## config.mk

```make
export PLATFORM = sky130hd
export DESIGN_NAME = ext_dreq_cond
export DESIGN_NICKNAME = d
export VERILOG_FILES = /design/src/rtl/ext_dreq_pkg.sv /design/src/rtl/ext_dreq_sync.sv /design/src/rtl/ext_dreq_chan.sv /design/src/rtl/ext_dreq_cond.sv
export SDC_FILE = /design/constraint.sdc
export NUM_CORES = 1
export LEC_CHECK = 0
export ABC_AREA = 1
export BUFFER_PORTS_ARGS = -buffer_cell sky130_fd_sc_hd__buf_2
export CORE_ASPECT_RATIO = 0.7
export CORE_MARGIN = 2
export CORE_UTILIZATION = 49
export DETAILED_ROUTE_END_ITERATION = 16
export PLACE_DENSITY = 0.73
export SLEW_MARGIN = 20
export SYNTH_ARGS = -nofsm -noshare
export SYNTH_HDL_FRONTEND = slang
export SYNTH_SLANG_ARGS = --single-unit
```

## constraint.sdc

```tcl
create_clock -name clk -period 0.9 [get_ports clk]
set_input_delay 0.045 -clock clk [delete_from_list [all_inputs] [get_ports clk]]
set_output_delay 0.045 -clock clk [all_outputs]
set_load 0.005 [all_outputs]
```

## src/rtl/ext_dreq_pkg.sv

```systemverilog
package ext_dreq_pkg;
  typedef enum logic [1:0] {
    DET_LOW  = 2'b00,
    DET_HIGH = 2'b01,
    DET_RISE = 2'b10,
    DET_FALL = 2'b11
  } det_mode_e;
endpackage

```

## src/rtl/ext_dreq_sync.sv

```systemverilog
module ext_dreq_sync #(
  parameter int STAGES = 2
) (
  input  logic clk,
  input  logic rst_n,
  input  logic d,
  output logic q
);
  logic [STAGES-1:0] chain_q;
  logic [STAGES-1:0] chain_d;

  always_comb begin
    chain_d = {chain_q[STAGES-2:0], d};
  end

  // resets to the idle-high state so the default low-level mode sees no request
  always_ff @(posedge clk or negedge rst_n) begin
    if (!rst_n) chain_q <= '1;
    else        chain_q <= chain_d;
  end

  assign q = chain_q[STAGES-1];
endmodule

```

## src/rtl/ext_dreq_chan.sv

```systemverilog
module ext_dreq_chan
  import ext_dreq_pkg::*;
(
  input  logic       clk,
  input  logic       rst_n,
  input  logic       sync_in,
  input  logic       cfg_we,
  input  logic [1:0] cfg_mode,
  input  logic       chan_ack,
  output logic       req,
  output logic       dev_ack,
  output logic [1:0] mode_o
);
  det_mode_e mode_q, mode_d;
  logic prev_q, pend_q, pend_d, ack_q, ack_d;
  logic hit, mode_chg;

  always_comb begin
    unique case (mode_q)
      DET_LOW:  req = ~sync_in;
      DET_HIGH: req = sync_in;
      default:  req = pend_q;
    endcase
  end

  always_comb begin
    unique case (mode_q)
      DET_RISE: hit = sync_in & ~prev_q;
      DET_FALL: hit = ~sync_in & prev_q;
      default:  hit = 1'b0;
    endcase
    mode_chg = cfg_we && (cfg_mode != mode_q);
    mode_d   = cfg_we ? det_mode_e'(cfg_mode) : mode_q;
    if (mode_chg)      pend_d = 1'b0;
    else if (hit)      pend_d = 1'b1;
    else if (chan_ack) pend_d = 1'b0;
    else               pend_d = pend_q;
    ack_d = chan_ack & req;
  end

  always_ff @(posedge clk or negedge rst_n) begin
    if (!rst_n) begin
      mode_q <= DET_LOW;
      prev_q <= 1'b1;
      pend_q <= 1'b0;
      ack_q  <= 1'b0;
    end else begin
      if (cfg_we) mode_q <= mode_d;
      prev_q <= sync_in;
      pend_q <= pend_d;
      ack_q  <= ack_d;
    end
  end

  assign dev_ack = ack_q;
  assign mode_o  = mode_q;
endmodule

```

## src/rtl/ext_dreq_cond.sv

```systemverilog
module ext_dreq_cond #(
  parameter int NUM_CH      = 4,
  parameter int SYNC_STAGES = 2
) (
  input  logic              clk,
  input  logic              rst_n,
  input  logic [NUM_CH-1:0] dreq_in,
  input  logic [NUM_CH-1:0] cfg_we,
  input  logic [1:0]        cfg_mode,
  input  logic [NUM_CH-1:0] chan_ack_i,
  output logic [NUM_CH-1:0] chan_req_o,
  output logic [NUM_CH-1:0] dev_ack_o
);
  logic [NUM_CH-1:0]      sync_vec;
  logic [NUM_CH-1:0][1:0] mode_vec;

  for (genvar c = 0; c < NUM_CH; c++) begin : g_ch
    ext_dreq_sync #(.STAGES(SYNC_STAGES)) u_sync (
      .clk (clk),
      .rst_n (rst_n),
      .d (dreq_in[c]),
      .q (sync_vec[c])
    );
    ext_dreq_chan u_det (
      .clk      (clk),
      .rst_n    (rst_n),
      .sync_in  (sync_vec[c]),
      .cfg_we   (cfg_we[c]),
      .cfg_mode (cfg_mode),
      .chan_ack (chan_ack_i[c]),
      .req      (chan_req_o[c]),
      .dev_ack  (dev_ack_o[c]),
      .mode_o   (mode_vec[c])
    );
  end
endmodule

```

==> metrics.csv, run 1 <==
stage;metric;value;unit
route;drt pass-1 iters;4;
route;Iter 0 DRT Violations;45;
layout;Reg area;716;sq um
worst_setup_path;CP startpoint kind;register;
place;pre-CTS worst setup slack;-0.0899;ns
clock_tree;clk slew on worst S/H paths;0.09;ns
worst_setup_path;Crit path largest cell delay;0.56;ns
worst_setup_path;WP buf/inv;2;
route;Vias per Instance;4.68;
floorplanning;Die ar.;3200;sq um
clock_tree;Skew-Pair Late Insertion Delay;0.27;ns
flow_run;MaxCap Viol Count;0;
worst_setup_path;CP Max Fanout;3;
timing;Worst-Margin Slew;0.207;ns
floorplanning;die height;47.9;microns
synth;Syn Inst Count;176;
floorplanning;chip width;66.8;microns
timing;final setup fails;12;
global_routing;pin count of the biggest net entering global routing;29;
clock_tree;clock root buffer;clkbuf_8;
worst_setup_path;Crit Path Class;register to output pin;
timing;unrepaired setup endpoints after global routing;yes;
synth;Netlist cell types;11;
route;drt total wl;2720;microns
timing;Final period util;1.33;
clock_tree;Max Root-Sink Buffers;2;
place;Placer Congestion;0.901;
timing;Hold Fails Final Rpt;0;
place;dpl hpwl;1770;microns
synth;syn nets;192;
layout;Layout fillers;207;
timing;min Tclk post-route;1.20;ns
worst_setup_path;Worst Path Required;0.85;ns
synth;Yosys warning count;0;
worst_setup_path;Arrival @ worst endpoint;1.15;ns
global_routing;initial antenna violation count;0;
timing;worst rel slew slack;0.862;
layout;Layout area overhead;27.6;%
clock_tree;total CTS buffers;3;
floorplanning;initial core utilization;0.533;
worst_setup_path;most used cell, CP;nand3_2;
power;Worst VDD drop;1.26;mV
synth;Yosys reg bits;28;
worst_setup_path;Slowest cell on crit path;dfstp_2;
layout;commonest non-fill, non-tap cells in the layout;nand2_1 (67), inv_1 (24), buf_2 (23);
power;P per Cell Area;1540;nW/um^2
place;Placed Cells;224;
global_routing;total gr overflow;0;
route;wire length per cell;11.1;microns
min_path;Hold Crit Class;primary input to register;
power;Lkg Pwr;1.01;nW
layout;fin nets;229;
run_status;status;complete, but fails checks;
layout;area of the multi-input gates;478;sq um
timing;FMAX;0.835;GHz
global_routing;vias in the first global route;1032;
layout;ANT cells;0;
timing;Max Transition Viols Final;0;
worst_setup_path;Crit path max-delay family;flip-flops;
worst_setup_path;Crit. End Element;output pin;
route;DR DRC count;0;
route;Routed Antenna Nets;0;
timing;Clock Skews;0.00343;ns
synth;sequential fraction of the synthesis area;0.530;
layout;commonest non-fill, non-tap cell in the layout;nand2_1;
route;vias post-DR;1152;
synth;syn avg cell area;7.68;sq um
clock_tree;CTS tree;built;
global_routing;first-pass GRT wire length;4280;microns
clock_tree;H-tree depth;1;
worst_setup_path;worst path cell trace;inv_2 > nand3_2 > nand3_2 > buf_2;
layout;non-filler instance count after layout;246;
synth;Netlist Area Pre-Place;1350;sq um
run_status;violated checks;setup timing;
clock_tree;CTS sink count;28;
floorplanning;I/O pin count;24;
timing;fin worst setup slack;-0.297;ns
global_routing;GRT Overall Usage;0.184;
layout;share of cells above drive strength 1;0.335;
floorplanning;core area;2530;sq um
floorplanning;std cell rows;15;
timing;TNS Setup;-2.10;ns
place;IO Port Bufs;23;
-- synth_stat cells --
cell type | n | area [sq um]
buf_6 | 2 | 22.5
nand2_1 | 68 | 255
dfstp_2 | 12 | 315
nand3_1 | 16 | 80.1
inv_4 | 2 | 12.5
dfrtp_1 | 16 | 400
o21ai_0 | 8 | 40.0
nor2_1 | 12 | 45.0
buf_4 | 8 | 60.1
inv_2 | 4 | 15.0
inv_1 | 28 | 105
-- layout make-up --
class | count | area share
Sequential cell | 28 | 0.415
Tap cell | 34 | 0.0247
Multi-Input combinational cell | 104 | 0.277
Inverter | 34 | 0.0769
Timing Repair Buffer | 42 | 0.174
Clock buffer | 4 | 0.0319
-- stage by stage --
stage / utilization / instance area, sq um / hold WS [ns] / total power, W
3_5_place_dp: 0.587 / 1490 / 0.00268 / 0.00184
3_3_place_gp: 0.587 / 1490 / 0.000572 / 0.00182
2_1_floorplan: - / 1390 / -0.251 / 0.00173
4_1_cts: 0.674 / 1710 / 0.00871 / 0.00268
6_report: 0.680 / 1720 / 0.0128 / 0.00266
5_1_grt: 0.680 / 1720 / 0.0250 / 0.00282
-- metal layers --
metal | routed length [microns] | vias up | global-route usage
li1 | - | 586 | -
met1 | 1210 | 536 | 0.212
met2 | 1340 | 24 | 0.346
met3 | 109 | 6 | 0.0494
met4 | 65 | 0 | 0.0531
met5 | 0 | - | 0
-- power breakdown --
part	internal [W]	leakage (nW)	switching (W)
Combinational	0.000218	0.648	0.000256
Clock	0.000391	0.0288	0.000361
Sequential	0.00137	0.331	0.0000708
-- worst register-to-register path: cells and delay by family, from the launching register on --
| family | cells | cell delay (ns) |
|---|---|---|
| simple gates | 4 | 0.22 |
| buf+inv | 3 | 0.24 |
| flops | 1 | 0.56 |
-- cell families after synthesis --
kind of cell           share of synthesized area
flip-flops                                 0.530
buffers and inverters                      0.159
AO/OA/AOI/OAI                             0.0296
AND/OR/NAND/NOR                            0.281
-- worst paths after layout --
| kind | from | end | slack, ns | depth (start not counted) |
|---|---|---|---|---|
| hold / removal | cfg_we[3] | g_ch[3].u_det.mode_o[1]$_DFFE_PN0P_ | 0.01 | 2 |
| setup reg to reg | g_ch[2].u_sync.chain_q[1]$_DFF_PN1_ | g_ch[2].u_det.pend_q$_DFFE_PN0P_ | -0.21 | 7 |
| hold reg to reg | g_ch[1].u_sync.chain_q[0]$_DFF_PN1_ | g_ch[1].u_sync.chain_q[1]$_DFF_PN1_ | 0.36 | 0 |
| setup / recovery | g_ch[2].u_sync.chain_q[1]$_DFF_PN1_ | chan_req_o[2] | -0.30 | 4 |
| min in group asynchronous | rst_n | g_ch[0].u_det.pend_q$_DFFE_PN0P_ | 0.24 | 3 |
| max in group asynchronous | rst_n | g_ch[1].u_det.prev_q$_DFF_PN1_ | 0.43 | 3 |
-- state kept, by name (all words and copies together), names as in the netlist --
register             flops
g_ch.u_det.pend_q        4
g_ch.u_det.dev_ack       4
g_ch.u_det.mode_o        8
g_ch.u_det.prev_q        4
g_ch.u_sync.chain_q      8
-- what timing repair did --
item | CTS | global route
hold endpoints to repair | 36 | 0
hold buffers | 9 | 0
gates resized for setup | 4 | 4
pin swaps | 9 | 9
endpoints found under the setup margin | 12 | 13
buffers inserted | 8 | 2
(Power assumes the default switching activity.)
==> inputs of run 2 (changes only) <==
--- a/config.mk
+++ b/config.mk
@@ -9,9 +9,9 @@
 export BUFFER_PORTS_ARGS = -buffer_cell sky130_fd_sc_hd__buf_2
 export CORE_ASPECT_RATIO = 0.7
 export CORE_MARGIN = 2
-export CORE_UTILIZATION = 49
+export CORE_UTILIZATION = 29
 export DETAILED_ROUTE_END_ITERATION = 16
-export PLACE_DENSITY = 0.73
+export PLACE_DENSITY = 0.48
 export SLEW_MARGIN = 20
 export SYNTH_ARGS = -nofsm -noshare
 export SYNTH_HDL_FRONTEND = slang
==> run 2 against run 1 <==
- the flow still finishes with violations (setup timing)
- setup slack worse by 0.014 ns
- routed wire length down 4.6%
- worst hold slack improved by 0.0028 ns
- via count shrank 4.1%
- sequential share of layout area fell by 0.91 points
- largest cell class unchanged
==> metrics.csv, run 2 (synthesis gave the netlist of run 1 again) <==
stage;metric;value;unit;change
run_status;status;complete, but fails checks;;unchanged
run_status;violated checks;setup timing;;unchanged
layout;ANT cells;0;;unchanged
flow_run;MaxCap Viol Count;0;;unchanged
min_path;Hold Crit Class;primary input to register;;unchanged
route;drt pass-1 iters;4;;unchanged
timing;final setup fails;12;;unchanged
global_routing;pin count of the biggest net entering global routing;29;;unchanged
route;Iter 0 DRT Violations;48;;was 45
worst_setup_path;Worst Path Required;0.85;ns;about the same
clock_tree;clk slew on worst S/H paths;0.10;ns;was 0.09 ns
timing;unrepaired setup endpoints after global routing;yes;;unchanged
floorplanning;std cell rows;20;;was 15
worst_setup_path;Arrival @ worst endpoint;1.17;ns;was 1.15 ns
timing;Hold Fails Final Rpt;0;;unchanged
layout;Layout area overhead;30.5;%;was 27.6%
clock_tree;CTS sink count;28;;unchanged
clock_tree;Skew-Pair Late Insertion Delay;0.27;ns;about the same
clock_tree;total CTS buffers;3;;unchanged
timing;FMAX;0.826;GHz;was 0.835 GHz
worst_setup_path;worst setup path endpoint;chan_req_o[1];;was chan_req_o[2]
layout;Layout fillers;460;;was 207
floorplanning;chip width;85.6;microns;was 66.8 microns
place;IO Port Bufs;23;;unchanged
route;DR DRC count;0;;unchanged
floorplanning;initial core utilization;0.307;;was 0.533
global_routing;initial antenna violation count;0;;unchanged
timing;hold_ws;0.0156;ns;was 0.0128 ns
place;Placed Cells;245;;was 224
timing;Clock Skews;0.00441;ns;was 0.00343 ns
power;Worst VDD drop;0.817;mV;was 1.26 mV
route;Vias per Instance;4.15;;was 4.68
timing;worst rel slew slack;0.858;;was 0.862
worst_setup_path;RR Startpoint;g_ch[1].u_sync.chain_q[1]$_DFF_PN1_;;was g_ch[2].u_sync.chain_q[1]$_DFF_PN1_
clock_tree;CTS tree;built;;unchanged
layout;fin nets;228;;was 229
layout;commonest non-fill, non-tap cells in the layout;nand2_1 (67), inv_1 (23), buf_2 (23);;was nand2_1 (67), inv_1 (24), buf_2 (23)
route;wire length per cell;9.76;microns;was 11.1 microns
route;vias post-DR;1105;;was 1,152
timing;Final period util;1.35;;was 1.33
layout;non-filler instance count after layout;266;;was 246
clock_tree;H-tree depth;1;;unchanged
place;dpl hpwl;1760;microns;was 1770 microns
worst_setup_path;Crit. End Element;output pin;;unchanged
clock_tree;Max Root-Sink Buffers;2;;unchanged
power;P per Cell Area;1490;nW/um^2;was 1540 nW/um^2
global_routing;GRT Overall Usage;0.104;;was 0.184
global_routing;vias in the first global route;978;;was 1,032
worst_setup_path;reg-to-reg slack, setup;-0.25;ns;was -0.21 ns
route;Routed Antenna Nets;0;;unchanged
global_routing;total gr overflow;0;;unchanged
min_path;hold_sp;cfg_we[1];;was cfg_we[3]
route;drt total wl;2600;microns;was 2720 microns
worst_setup_path;CP startpoint kind;register;;unchanged
floorplanning;die height;61.1;microns;was 47.9 microns
layout;share of cells above drive strength 1;0.341;;was 0.335
global_routing;first-pass GRT wire length;4280;microns;about the same
place;Placer Congestion;0.823;;was 0.901
timing;fin worst setup slack;-0.311;ns;was -0.297 ns
floorplanning;core area;4400;sq um;was 2530 sq um
timing;Worst-Margin Slew;0.214;ns;was 0.207 ns
worst_setup_path;critical path startpoint;g_ch[1].u_sync.chain_q[1]$_DFF_PN1_;;was g_ch[2].u_sync.chain_q[1]$_DFF_PN1_
worst_setup_path;reg2reg end;g_ch[1].u_det.pend_q$_DFFE_PN0P_;;was g_ch[2].u_det.pend_q$_DFFE_PN0P_
worst_setup_path;CP Max Fanout;4;;was 3
timing;Max Transition Viols Final;0;;unchanged
floorplanning;Die ar.;5230;sq um;was 3200 sq um
layout;commonest non-fill, non-tap cell in the layout;nand2_1;;unchanged
worst_setup_path;Crit Path Class;register to output pin;;unchanged
clock_tree;clock root buffer;clkbuf_8;;unchanged
power;Lkg Pwr;1.01;nW;about the same
floorplanning;I/O pin count;24;;unchanged
timing;min Tclk post-route;1.21;ns;was 1.20 ns
worst_setup_path;worst-case reg-to-reg path depth;8;;was 7
run 2: where the power goes:
group / leakage, nW / switching (W) / internal (W) / total (W)
Clock: 0.0228 / 0.000387 / 0.000318 / 0.000705
Sequential: 0.331 / 0.0000712 / 0.00137 / 0.00144
Combinational: 0.653 / 0.000256 / 0.000228 / 0.000484
Total: 1.01 / 0.000714 / 0.00191 / 0.00263
run 2: how the worst min path moves through the flow:
stage                                                      to  slack, ns  cells past startpoint
after floorplan               g_ch[0].u_det.dev_ack$_DFF_PN0_      -0.25                      0
after global placement    g_ch[0].u_det.mode_o[1]$_DFFE_PN0P_      0.003                      2
after detailed placement  g_ch[0].u_det.mode_o[1]$_DFFE_PN0P_      0.007                      2
after CTS                 g_ch[1].u_det.mode_o[0]$_DFFE_PN0P_      0.006                      2
after global routing      g_ch[1].u_det.mode_o[1]$_DFFE_PN0P_       0.02                      2
final                     g_ch[1].u_det.mode_o[0]$_DFFE_PN0P_       0.02                      2
run 2: timing repair:
action	4_1_cts	5_1_grt
buffers inserted	7	4
hold endpoints to repair	36	0
gates resized for setup	4	14
pin swaps	5	6
hold buffers	9	0
cloned	0	0
endpoints found under the setup margin	12	12
run 2: metal layers:
| metal | routed length (microns) | global-route usage | vias to the layer above |
|---|---|---|---|
| met1 | 1330 | 0.140 | 498 |
| li1 | - | - | 581 |
| met3 | 136 | 0.0375 | 2 |
| met4 | 10 | 0.0136 | 0 |
| met5 | 0 | 0 | - |
| met2 | 1120 | 0.169 | 24 |
run 2: critical path: stages, from the launching register on:
cell	delay, ns
dfstp_2	0.57
inv_2	0.05
nand3_2	0.07
nand3_2	0.06
buf_2	0.13
run 2: final cells by class:
cell class                 instances  area [sq um]  area share
tap                               55          68.8      0.0390
timing repair buffer              41           308       0.175
multi-input combinational        104           493       0.280
clock buffer                       4          45.0      0.0256
inverter                          34           133      0.0752
sequential                        28           716       0.406
run 2: metrics by stage:
step / total power [W] / worst slack, ns / util / TNS (ns) / cell area [sq um]
6_report: 0.00263 / -0.311 / 0.400 / -2.26 / 1760
3_3_place_gp: 0.00185 / -0.0505 / 0.343 / -0.240 / 1510
4_1_cts: 0.00263 / -0.310 / 0.388 / -2.07 / 1710
5_1_grt: 0.00279 / -0.375 / 0.400 / -3.09 / 1760
2_1_floorplan: 0.00173 / 0.00808 / - / 0 / 1390
3_5_place_dp: 0.00184 / -0.0509 / 0.343 / -0.294 / 1510
